**src/rtl/sdcr_pkg.sv**
```systemverilog
package sdcr_pkg;
  localparam int RSP_WORDS = 8;
  localparam int WORD_W    = 16;
  localparam int BYTE_W    = 8;
  localparam int RSP_BYTES = RSP_WORDS * WORD_W / BYTE_W;
  localparam int STAT_W    = 16;
  localparam int IDX_W     = 6;
  localparam int ARG_W     = 32;

  localparam logic [31:0] R1_ERR_MASK = 32'hFDF9_0000;
  localparam logic [31:0] AKE_BIT     = 32'h0000_0008;
  localparam logic [15:0] R6_ERR_MASK = 16'hE008;
  localparam logic [15:0] CLR_OK      = 16'h4FFF;
  localparam logic [15:0] CLR_R3_RDY  = 16'h1FFF;
  localparam int ST_EOC  = 0;
  localparam int ST_STOP = 2;
  localparam int ST_TO   = 7;
  localparam int ST_CBSY = 12;
  localparam int ST_CERR = 14;
  localparam logic [5:0] STOP_IDX = 6'd12;

  typedef enum logic [2:0] {
    RK_NONE, RK_SHORT, RK_SHORT_BSY, RK_LONG, RK_COND, RK_ADDR
  } rsp_kind_e;

  typedef struct packed {
    logic       dir;
    logic [1:0] ctype;
    logic       bsy;
    logic [2:0] rtype;
    logic       init;
    logic [5:0] idx;
  } cmd_fields_t;

  typedef enum logic [0:0] { S_IDLE, S_WAIT } cr_state_e;
endpackage

```
**src/rtl/sdcr_rst_sync.sv**
```systemverilog
module sdcr_rst_sync #(
  parameter int STAGES = 2
) (
  input  logic clk,
  input  logic rst_n,
  output logic rst_n_sync
);
  logic [STAGES-1:0] chain_q;

  always_ff @(posedge clk or negedge rst_n) begin
    if (!rst_n) chain_q <= '0;
    else        chain_q <= {chain_q[STAGES-2:0], 1'b1};
  end

  assign rst_n_sync = chain_q[STAGES-1];
endmodule

```
**src/rtl/sdcr_cmd_decode.sv**
```systemverilog
module sdcr_cmd_decode
  import sdcr_pkg::*;
(
  input  logic [15:0] word,
  output cmd_fields_t fields,
  output rsp_kind_e   kind,
  output logic        init_only,
  output logic        is_data
);
  always_comb begin
    fields.idx   = word[5:0];
    fields.init  = word[7];
    fields.rtype = word[10:8];
    fields.bsy   = word[11];
    fields.ctype = word[13:12];
    fields.dir   = word[15];
  end

  always_comb begin
    case (fields.rtype)
      3'd1:    kind = fields.bsy ? RK_SHORT_BSY : RK_SHORT;
      3'd2:    kind = RK_LONG;
      3'd3:    kind = RK_COND;
      3'd6:    kind = RK_ADDR;
      default: kind = RK_NONE;
    endcase
  end

  assign init_only = fields.init && (fields.idx == '0);
  assign is_data   = (fields.ctype == 2'd1);
endmodule

```
**src/rtl/sdcr_rsp_buffer.sv**
```systemverilog
module sdcr_rsp_buffer
  import sdcr_pkg::*;
#(
  parameter int NBYTES = RSP_BYTES
) (
  input  logic                  clk,
  input  logic                  rst_n,
  input  logic                  clr,
  input  logic                  wr,
  input  logic [BYTE_W-1:0]     din,
  output logic [NBYTES*BYTE_W-1:0] bytes
);
  localparam int CNT_W = $clog2(NBYTES + 1);

  logic [CNT_W-1:0] cnt_q, cnt_n;
  logic             room;

  assign room = (cnt_q < CNT_W'(NBYTES));

  always_comb begin
    cnt_n = cnt_q;
    if (clr)             cnt_n = '0;
    else if (wr && room) cnt_n = cnt_q + 1'b1;
  end

  always_ff @(posedge clk or negedge rst_n) begin
    if (!rst_n) cnt_q <= '0;
    else        cnt_q <= cnt_n;
  end

  for (genvar b = 0; b < NBYTES; b++) begin : g_byte
    logic [BYTE_W-1:0] d_q, d_n;
    logic              en;
    assign en = clr || (wr && room && (cnt_q == CNT_W'(b)));
    always_comb d_n = clr ? '0 : din;
    always_ff @(posedge clk or negedge rst_n) begin
      if (!rst_n)  d_q <= '0;
      else if (en) d_q <= d_n;
    end
    assign bytes[b*BYTE_W +: BYTE_W] = d_q;
  end

  assert_fill_bound_R9: assert property (@(posedge clk) disable iff (!rst_n)
    cnt_q <= CNT_W'(NBYTES));
endmodule

```
**src/rtl/sdcr_rsp_eval.sv**
```systemverilog
module sdcr_rsp_eval
  import sdcr_pkg::*;
#(
  parameter int LEN_W = 5
) (
  input  rsp_kind_e                   kind,
  input  logic [IDX_W-1:0]            idx,
  input  logic [LEN_W-1:0]            len,
  input  logic                        ake_en,
  input  logic [RSP_BYTES*BYTE_W-1:0] bytes,
  output logic [STAT_W-1:0]           set_bits,
  output logic [STAT_W-1:0]           clr_bits,
  output logic                        store,
  output logic [RSP_WORDS*WORD_W-1:0] words
);
  localparam int SHORT_LEN = 4;
  localparam int LONG_LEN  = RSP_BYTES;

  logic [31:0] head32;
  logic [15:0] tail16;
  logic [31:0] r1_mask;
  logic        too_short;
  logic        err;

  assign head32  = {bytes[0 +: 8], bytes[8 +: 8], bytes[16 +: 8], bytes[24 +: 8]};
  assign tail16  = {bytes[16 +: 8], bytes[24 +: 8]};
  assign r1_mask = R1_ERR_MASK | (ake_en ? AKE_BIT : 32'h0);

  always_comb begin
    case (kind)
      RK_SHORT, RK_SHORT_BSY, RK_COND, RK_ADDR:
        too_short = (len < LEN_W'(SHORT_LEN));
      RK_LONG:
        too_short = ({1'b0, len} < (LEN_W+1)'(LONG_LEN));
      default:
        too_short = 1'b0;
    endcase
  end

  always_comb begin
    set_bits = '0;
    clr_bits = '0;
    store    = 1'b0;
    err      = 1'b0;
    if (too_short) begin
      set_bits[ST_TO] = 1'b1;
      clr_bits        = CLR_OK;
    end else begin
      store = (kind != RK_NONE);
      case (kind)
        RK_SHORT, RK_SHORT_BSY: err = |(head32 & r1_mask);
        RK_ADDR:                err = |(tail16 & R6_ERR_MASK);
        RK_COND: begin
          if (head32[31]) clr_bits = clr_bits | CLR_R3_RDY;
          else            set_bits[ST_CBSY] = 1'b1;
        end
        default: err = 1'b0;
      endcase
      if (err) set_bits[ST_CERR] = 1'b1;
      else     clr_bits = clr_bits | CLR_OK;
      set_bits[ST_EOC] = 1'b1;
      if (idx == STOP_IDX) set_bits[ST_STOP] = 1'b1;
    end
  end

  for (genvar j = 0; j < RSP_WORDS; j++) begin : g_pack
    localparam int HI = 2 * (RSP_WORDS - 1 - j);
    assign words[j*WORD_W +: WORD_W] =
      {bytes[HI*BYTE_W +: BYTE_W], bytes[(HI+1)*BYTE_W +: BYTE_W]};
  end
endmodule

```
**src/rtl/sd_cmdrsp_unit.sv**
```systemverilog
module sd_cmdrsp_unit
  import sdcr_pkg::*;
#(
  parameter int LEN_W = 5
) (
  input  logic                        clk,
  input  logic                        rst_n,
  input  logic                        ake_chk_en,
  input  logic                        cmd_wr,
  input  logic [15:0]                 cmd_word,
  input  logic [ARG_W-1:0]            cmd_arg,
  input  logic                        rsp_byte_vld,
  input  logic [BYTE_W-1:0]           rsp_byte,
  input  logic                        rsp_done,
  input  logic [LEN_W-1:0]            rsp_len,
  output logic                        busy,
  output logic                        card_cmd_vld,
  output logic [IDX_W-1:0]            card_cmd_idx,
  output logic [ARG_W-1:0]            card_cmd_arg,
  output logic                        xfer_start,
  output logic                        xfer_dir,
  output logic [STAT_W-1:0]           stat_set,
  output logic [STAT_W-1:0]           stat_clr,
  output logic [RSP_WORDS*WORD_W-1:0] rsp_words
);
  localparam int RSP_W = RSP_WORDS * WORD_W;

  logic rst_ns;
  sdcr_rst_sync #(.STAGES(2)) u_rst (.clk(clk), .rst_n(rst_n), .rst_n_sync(rst_ns));

  cmd_fields_t f;
  rsp_kind_e   dec_kind;
  logic        dec_init0, dec_data;

  sdcr_cmd_decode u_dec (
    .word(cmd_word), .fields(f), .kind(dec_kind),
    .init_only(dec_init0), .is_data(dec_data)
  );

  cr_state_e        state_q, state_n;
  rsp_kind_e        kind_q, kind_n;
  logic [IDX_W-1:0] idx_q, idx_n;
  logic [ARG_W-1:0] arg_q, arg_n;
  logic             vld_q, vld_n;
  logic             xs_q, xs_n;
  logic             xd_q, xd_n;
  logic [STAT_W-1:0] set_q, set_n, clr_q, clr_n;
  logic [RSP_W-1:0] rsp_q, rsp_n;
  logic             accept, buf_clr, buf_wr;

  logic [RSP_BYTES*BYTE_W-1:0] buf_bytes;
  logic [STAT_W-1:0] ev_set, ev_clr;
  logic              ev_store;
  logic [RSP_W-1:0]  ev_words;

  assign accept  = cmd_wr && (state_q == S_IDLE);
  assign buf_clr = accept;
  assign buf_wr  = (state_q == S_WAIT) && rsp_byte_vld && !rsp_done;

  sdcr_rsp_buffer #(.NBYTES(RSP_BYTES)) u_buf (
    .clk(clk), .rst_n(rst_ns), .clr(buf_clr), .wr(buf_wr),
    .din(rsp_byte), .bytes(buf_bytes)
  );

  sdcr_rsp_eval #(.LEN_W(LEN_W)) u_eval (
    .kind(kind_q), .idx(idx_q), .len(rsp_len), .ake_en(ake_chk_en),
    .bytes(buf_bytes), .set_bits(ev_set), .clr_bits(ev_clr),
    .store(ev_store), .words(ev_words)
  );

  always_comb begin
    state_n = state_q;
    kind_n  = kind_q;
    idx_n   = idx_q;
    arg_n   = arg_q;
    xd_n    = xd_q;
    rsp_n   = rsp_q;
    vld_n   = 1'b0;
    xs_n    = 1'b0;
    set_n   = '0;
    clr_n   = '0;
    if (accept) begin
      rsp_n = '0;
      if (dec_init0) begin
        set_n[ST_EOC] = 1'b1;
      end else begin
        vld_n   = 1'b1;
        idx_n   = f.idx;
        arg_n   = cmd_arg;
        kind_n  = dec_kind;
        xs_n    = dec_data;
        if (dec_data) xd_n = f.dir;
        state_n = S_WAIT;
      end
    end else if ((state_q == S_WAIT) && rsp_done) begin
      set_n   = ev_set;
      clr_n   = ev_clr;
      if (ev_store) rsp_n = ev_words;
      state_n = S_IDLE;
    end
  end

  always_ff @(posedge clk or negedge rst_ns) begin
    if (!rst_ns) begin
      state_q <= S_IDLE;
      kind_q  <= RK_NONE;
      idx_q   <= '0;
      arg_q   <= '0;
      vld_q   <= 1'b0;
      xs_q    <= 1'b0;
      xd_q    <= 1'b0;
      set_q   <= '0;
      clr_q   <= '0;
      rsp_q   <= '0;
    end else begin
      state_q <= state_n;
      kind_q  <= kind_n;
      idx_q   <= idx_n;
      arg_q   <= arg_n;
      vld_q   <= vld_n;
      xs_q    <= xs_n;
      xd_q    <= xd_n;
      set_q   <= set_n;
      clr_q   <= clr_n;
      rsp_q   <= rsp_n;
    end
  end

  assign busy         = (state_q == S_WAIT);
  assign card_cmd_vld = vld_q;
  assign card_cmd_idx = idx_q;
  assign card_cmd_arg = arg_q;
  assign xfer_start   = xs_q;
  assign xfer_dir     = xd_q;
  assign stat_set     = set_q;
  assign stat_clr     = clr_q;
  assign rsp_words    = rsp_q;

  assert_one_shot_R1: assert property (@(posedge clk) disable iff (!rst_ns)
    card_cmd_vld |=> !card_cmd_vld);
  assert_init_only_R2: assert property (@(posedge clk) disable iff (!rst_ns)
    (cmd_wr && !busy && cmd_word[7] && cmd_word[5:0] == 6'd0)
      |=> (!card_cmd_vld && !busy && stat_set == 16'h0001));
  assert_no_reissue_R3: assert property (@(posedge clk) disable iff (!rst_ns)
    (busy && !rsp_done) |=> !card_cmd_vld);
  assert_timeout_alone_R4: assert property (@(posedge clk) disable iff (!rst_ns)
    stat_set[ST_TO] |-> (!stat_set[ST_EOC] && !stat_set[ST_CERR]));
  assert_cleared_R10: assert property (@(posedge clk) disable iff (!rst_ns)
    card_cmd_vld |-> (rsp_words == '0));
  assert_stop_pair_R11: assert property (@(posedge clk) disable iff (!rst_ns)
    stat_set[ST_STOP] |-> stat_set[ST_EOC]);
  assert_xfer_with_cmd_R12: assert property (@(posedge clk) disable iff (!rst_ns)
    xfer_start |-> card_cmd_vld);
endmodule

```
**config.mk**
```make
export PLATFORM = sky130hd
export DESIGN_NAME = sd_cmdrsp_unit
export DESIGN_NICKNAME = d
export VERILOG_FILES = /design/src/rtl/sdcr_pkg.sv /design/src/rtl/sdcr_rst_sync.sv /design/src/rtl/sdcr_cmd_decode.sv /design/src/rtl/sdcr_rsp_buffer.sv /design/src/rtl/sdcr_rsp_eval.sv /design/src/rtl/sd_cmdrsp_unit.sv
export SDC_FILE = /design/constraint.sdc
export NUM_CORES = 1
export LEC_CHECK = 0
export BUFFER_PORTS_ARGS = -buffer_cell sky130_fd_sc_hd__buf_4
export CAP_MARGIN = 30
export CORE_ASPECT_RATIO = 0.75
export CORE_MARGIN = 3
export CORE_UTILIZATION = 54
export CTS_BUF_LIST = sky130_fd_sc_hd__clkbuf_2 sky130_fd_sc_hd__clkbuf_4 sky130_fd_sc_hd__clkbuf_8
export DETAILED_ROUTE_END_ITERATION = 6
export PLACE_DENSITY = 0.8
export SYNTH_ARGS = -nofsm -noshare
export SYNTH_HDL_FRONTEND = slang
export SYNTH_HIERARCHICAL = 1
export SYNTH_SLANG_ARGS = --single-unit
export TNS_END_PERCENT = 20
```
**constraint.sdc**
```tcl
create_clock -name clk -period 9.7 [get_ports clk]
set_input_delay 0.485 -clock clk [delete_from_list [all_inputs] [get_ports clk]]
set_output_delay 0.485 -clock clk [all_outputs]
set_load 0.03 [all_outputs]
```
# == After elaboration in Yosys (flattened, before gate mapping) ==
# Cells that the tools add are included.
# totals
in_bits,67
ff_bits,340
# op_classes
n_eq_ne,27
magnitude_cmp,3
n_mux,39
bitwise,3
n_reduce_logical,53
add_sub_neg,1
# ops
op,count
2-to-1 mux 128 bit,3
2-to-1 mux 16 bit,3
2-to-1 mux 15 bit,3
== test 5 x 4 -> 1 bit (second input constant),8
AND 32 bit,1
OR reduction 32 bit,1
2-to-1 mux 13 bit,2
logical AND 1 bit,22
== test 5 x 3 -> 1 bit (second input constant),4
2-to-1 mux 1 bit,20
logical OR 1 bit,16
== test 3 x 2 -> 1 bit (second input constant),4
case mux 3 bit (4 select lines),1
== test 5 x 2 -> 1 bit (second input constant),2
< comparator 5 bit (second input constant),2
2-to-1 mux 5 bit,2
== test 3 bit (second input constant),3
2-to-1 mux 8 bit,1
OR reduction 4 bit,2
== test 3 x 1 -> 1 bit (second input constant),2
== test 6 x 4 -> 1 bit (second input constant),1
zero test 6 bit,1
AND reduction 2 bit,3
nonzero test 2 bit,3
other kinds (14),16

# == Depth between registers and ports, before layout ==
# logic_depth
ltp_word,9
ltp_mapped,10
depth_no_buf,7

# == Modules after synthesis ==
# The synthesis kept the hierarchy.
# by_module_without_submodules
mod,n_inst,area_per_inst_um2,seq_area_each_um2,cells_each
sd_cmdrsp_unit,1,9754.4,5129.9,911
sdcr_rsp_buffer,1,5945.7,3328.2,481
sdcr_rsp_eval,1,1330.0,0.0,184
sdcr_cmd_decode,1,181.4,0.0,24
sdcr_rst_sync,1,53.8,50.0,3

# == Worst setup path after synthesis ==
# No wires, ideal clock.
# synth_timing
path_type,register to register
from,"register state_q, in the netlist busy"
to,register u_buf.g_byte[12].d_q[0]
period_less_slack_ps,2229
t_arrival_ps,2150
setup_slack_ps,7471
setup_ps,79
stages_incl_launch_ff,10
path_buffers,5
t_required_ps,9621
cell_sequence,dfrtp_1 > buf_6 > buf_2 > clkbuf_1 > and3_1 > and2_1 > buf_2 > and2_1 > buf_2 > mux2i_1
# synth_between
elab_chain_len,5
word_cells_on_any_way,8
# synth_rtl
element,line_no,text
start: declaration,sd_cmdrsp_unit.sv:40,"cr_state_e state_q, state_n;"
start signal: assignment,sd_cmdrsp_unit.sv:116,state_q <= state_n;
logical AND 1 bit (2 in series),sd_cmdrsp_unit.sv:58,assign buf_wr = (state_q == S_WAIT) && rsp_byte_vld && !rsp_done;
via buf_wr,sd_cmdrsp_unit.sv:49,"logic accept, buf_clr, buf_wr;"
logical AND 1 bit (2 in series),sdcr_rsp_buffer.sv:34,assign en = clr || (wr && room && (cnt_q == CNT_W'(b)));
logical OR 1 bit,sdcr_rsp_buffer.sv:34,
end signal: assignment,sdcr_rsp_buffer.sv:38,else if (en) d_q <= d_n;
end: declaration,sdcr_rsp_buffer.sv:32,"logic [BYTE_W-1:0] d_q, d_n;"
# The timed path passes the listed nets, and every way through them passes these cells.
# A chain may end at the register's enable or synchronous reset.

# == Worst setup path after layout ==
# layout_timing
from,register kind_q[1]
to,"register rsp_q[106], in the netlist rsp_words[106]"
# layout_between
elab_chain_len,6
word_cells_on_any_way,11
# layout_rtl
element,line_no,text
start: declaration,sd_cmdrsp_unit.sv:41,"rsp_kind_e kind_q, kind_n;"
start signal: assignment,sd_cmdrsp_unit.sv:117,kind_q <= kind_n;
== test 3 x 1 -> 1 bit (tied with other cells),sdcr_rsp_eval.sv:30,case (kind)
OR reduction 4 bit,sdcr_rsp_eval.sv:30,
case mux 1 bit (2 select lines),sdcr_rsp_eval.sv:30,
2-to-1 mux 1 bit (*),sdcr_rsp_eval.sv:45,if (too_short) begin
via ev_store,sd_cmdrsp_unit.sv:53,logic ev_store;
nonzero test 2 bit (no line) (*),n/a,
AND reduction 2 bit (no line) (*),n/a,
end signal: assignment,sd_cmdrsp_unit.sv:125,rsp_q <= rsp_n;
end: declaration,sd_cmdrsp_unit.sv:48,"logic [RSP_W-1:0] rsp_q, rsp_n;"
# Mark *: on every way through the listed nets, which the timed path passes. The rest lies on a longest branch.

==> impl.org <==
** Power and ir drop
- In this run, the combinational gates consume 19.3% of the power.
- The design draws 3.65 mW.
- Clock network power share :: 37.9%
- Sw Pwr :: 1.13 mW
- The worst-case IR drop observed on VDD is 113 uV.
- In this run the power density over the cells is 188 nW/um^2.
- Net switching is 30.9% of the power.
- Lkg Pwr :: 9.30 nW
- Internal power comes to 2.52 mW.
- Sequential cell fraction of total power :: 42.8%

** Worst setup path
- Kind of cell adding the most delay to the critical path :: buffers and inverters
- Category of the critical setup timing path :: register to register
- At the worst endpoint, the arrival time is 4150 ps.
- STA classifies the critical path endpoint as a register.
- At the worst endpoint, the required time is 10130 ps.
- The critical path contains buffers and inverters numbering 3 combined.
- The critical path goes through or2_0, a21oi_1, or3_1, inv_4, nor2_4, buf_4, and2_4, buf_4, o211ai_1.
- On the worst path, the slowest cell contributes a delay of 740 ps.
- Startpoint class of the critical path :: register
- Along the worst path, the maximum fanout reaches 72.
- On the critical path, the stage with the largest delay is an instance of sky130_fd_sc_hd__buf_4.
- By instance count, the cell type seen most on the critical path is sky130_fd_sc_hd__buf_4.

** Placement
- Summed over all nets, the half-perimeter wirelength after detailed placement is 25600 um.
- Buffers placed on the I/O ports in this run total 264.
- Cell count after placement :: 1982
- The congestion estimate from routability-driven global placement came to 0.807.

** Timing
- The number of pins with negative max-slew slack in the final report is 0.
- Part of the cycle the worst path needs :: 38.4%
- Final-report setup violation count :: 0
- RSZ-0062 raised after global routing :: no
- Sum of negative setup slack :: 0 ps
- Across the routed clock network, the largest skew measured is 25.8 ps.
- Achievable clock frequency :: 268 MHz
- The number of hold-slack violations in the final timing report came to 0.
- For the finished layout, the period the worst path requires is 3730 ps.
- Worst slew pin tran :: 1040 ps
- Worst slew slack as a fraction of its limit :: 30.6%

** Cells and area
- Highest-count cells in the layout ignoring fill and taps :: 338 x sky130_fd_sc_hd__dfrtp_1, 277 x sky130_fd_sc_hd__buf_4, 134 x sky130_fd_sc_hd__nand2_1
- The finished layout holds 2083 standard cells, fillers aside.
- Footprint of the multi-input gates :: 6840 um^2
- Most common cell after layout, fill and taps aside :: sky130_fd_sc_hd__dfrtp_1
- Cells with a size suffix above 1 make up 31.9% of the layout.
- Counting the fill cells in the layout gives 2393.
- Total inserted antenna cells :: 0
- After the last flow step, the layout net total stands at 1714.
- The area growth from synthesis to layout is 12.6%.
- Register area :: 8520 um^2

** Die
- The floorplan step set the die height to 161 um.
- Initial core utilization :: 56.0%
- Count of boundary I/O pins :: 269
- After floorplanning, the core was divided into 55 placement rows.
- Die boundary width :: 212 um
- The floorplan step defined a die boundary enclosing 34100 um^2.
- Core area :: 30800 um^2

** Clock tree
- The number of hold buffers added after CTS was 1.
- Post-CTS repair changed the size of 0 cells.
- Worst-path clk slew :: 60 ps
- TritonCTS created 54 clock buffers.
- Clock tree synthesis selected as its root buffer the cell sky130_fd_sc_hd__clkbuf_8.
- In this run the post-CTS setup repair buffer count came out at 0.
- TritonCTS built the clock tree.
- The longest clock path from root to sink contains 3 buffers.
- Worst skew pair latency :: 600 ps
- Clock tree sinks :: 340
- CTS HTree Levels :: 2

** Run
- Total of max-cap violations :: 0

** Global route
- The first global-routing pass estimated 66900 um of wire.
- For this run the aggregate overflow at the end of global routing stands at 0.
- Largest net degree at the start of global routing :: 191
- Via count of the first global-routing pass :: 11700
- Global routing used 24.4% of the available tracks across all layers.
- The number of antenna violations at the first check in global routing is 0.

** Yosys
- The average instance in the mapped netlist occupies 10.8 um^2.
- For this run, the number of Yosys warnings is 6.
- Netlist area before placement :: 17200 um^2
- Gate count after technology mapping :: 1596

** Min path
- Hold/Removal Path Class :: input port to register

** Route
- Across all layers, the routed design uses 12100 vias.
- Number of DRC markers in iteration 0 :: 1230
- After detailed routing, the number of vias per cell comes to 5.80.
- First-pass DRT Iterations :: 6
- Average routed wire per standard cell :: 20.4 um
- In the routed design, unresolved DRC markers number 0.
- The final layout contains routed wiring with a total length of 42600 um.
- Antenna-violating nets left :: 0

** Status
- The flow ran to the end, and the final reports show no timing, DRC or antenna violations.
==> registers in the layout (all words and copies together), names as in the netlist <==
name,flops
busy,1
card_cmd_arg,32
card_cmd_idx,6
card_cmd_vld,1
kind_q,3
rsp_words,128
stat_clr,16
stat_set,16
u_buf/cnt_q,5
u_buf/g_byte.d_q,128
u_rst/chain_q,2
xfer_dir,1
xfer_start,1
==> metrics by stage <==
| stage | utilization, % | hold slack (ps) | instance area (um^2) | setup slack (ps) |
|---|---|---|---|---|
| after floorplan | - | 189 | 17300 | 4140 |
| after global placement | 58.5 | 212 | 18000 | 6000 |
| after detailed placement | 58.8 | 214 | 18100 | 5930 |
| after CTS | 62.9 | 75.8 | 19300 | 5950 |
| after global routing | 63.0 | 82.1 | 19400 | 5690 |
| final | 63.0 | 109 | 19400 | 5970 |
==> layout make-up <==
type	instances	share of cell area, %
clock inverter	10	0.684
multi-input combinational	948	35.3
inverter	13	0.265
sequential	340	43.9
clock buffer	88	5.73
tap	399	2.58
timing repair buffer	285	11.5
==> per-layer routing <==
layer  vias to the layer above  global-route usage, %  share of wire, %
met5                         -                      0                 0
met4                         0                   5.81               1.7
met3                        54                   4.47               5.9
met2                       360                   37.5                47
met1                      6117                   36.1                45
li1                       5549                      -                 -
==> final timing paths <==
kind,start,end,slack [ps],cells past startpoint
min in group asynchronous,u_rst/chain_q[1]$_DFF_PN0_,rsp_words[100]$_DFFE_PN0P_,200,0
max reg2reg,kind_q[1]$_DFFE_PN0P_,rsp_words[106]$_DFFE_PN0P_,5970,9
max in group asynchronous,u_rst/chain_q[1]$_DFF_PN0_,u_buf/g_byte[11].d_q[5]$_DFFE_PN0P_,7520,2
min reg2reg,u_rst/chain_q[1]$_DFF_PN0_,rsp_words[100]$_DFFE_PN0P_,200,0
min,cmd_arg[5],card_cmd_arg[5]$_DFFE_PN0P_,110,2
max,kind_q[1]$_DFFE_PN0P_,rsp_words[106]$_DFFE_PN0P_,5970,9
==> power groups by stage <==
stage | Combinational (mW) | Sequential (mW) | Clock, mW
floorplan | 0.374 | 1.72 | 0
global placement | 0.681 | 1.58 | 0
detailed placement | 0.704 | 1.59 | 0
CTS | 0.704 | 1.56 | 1.41
global route | 0.748 | 1.57 | 1.48
finish | 0.703 | 1.56 | 1.38
Note: power is estimated with default switching activity, not from simulation.
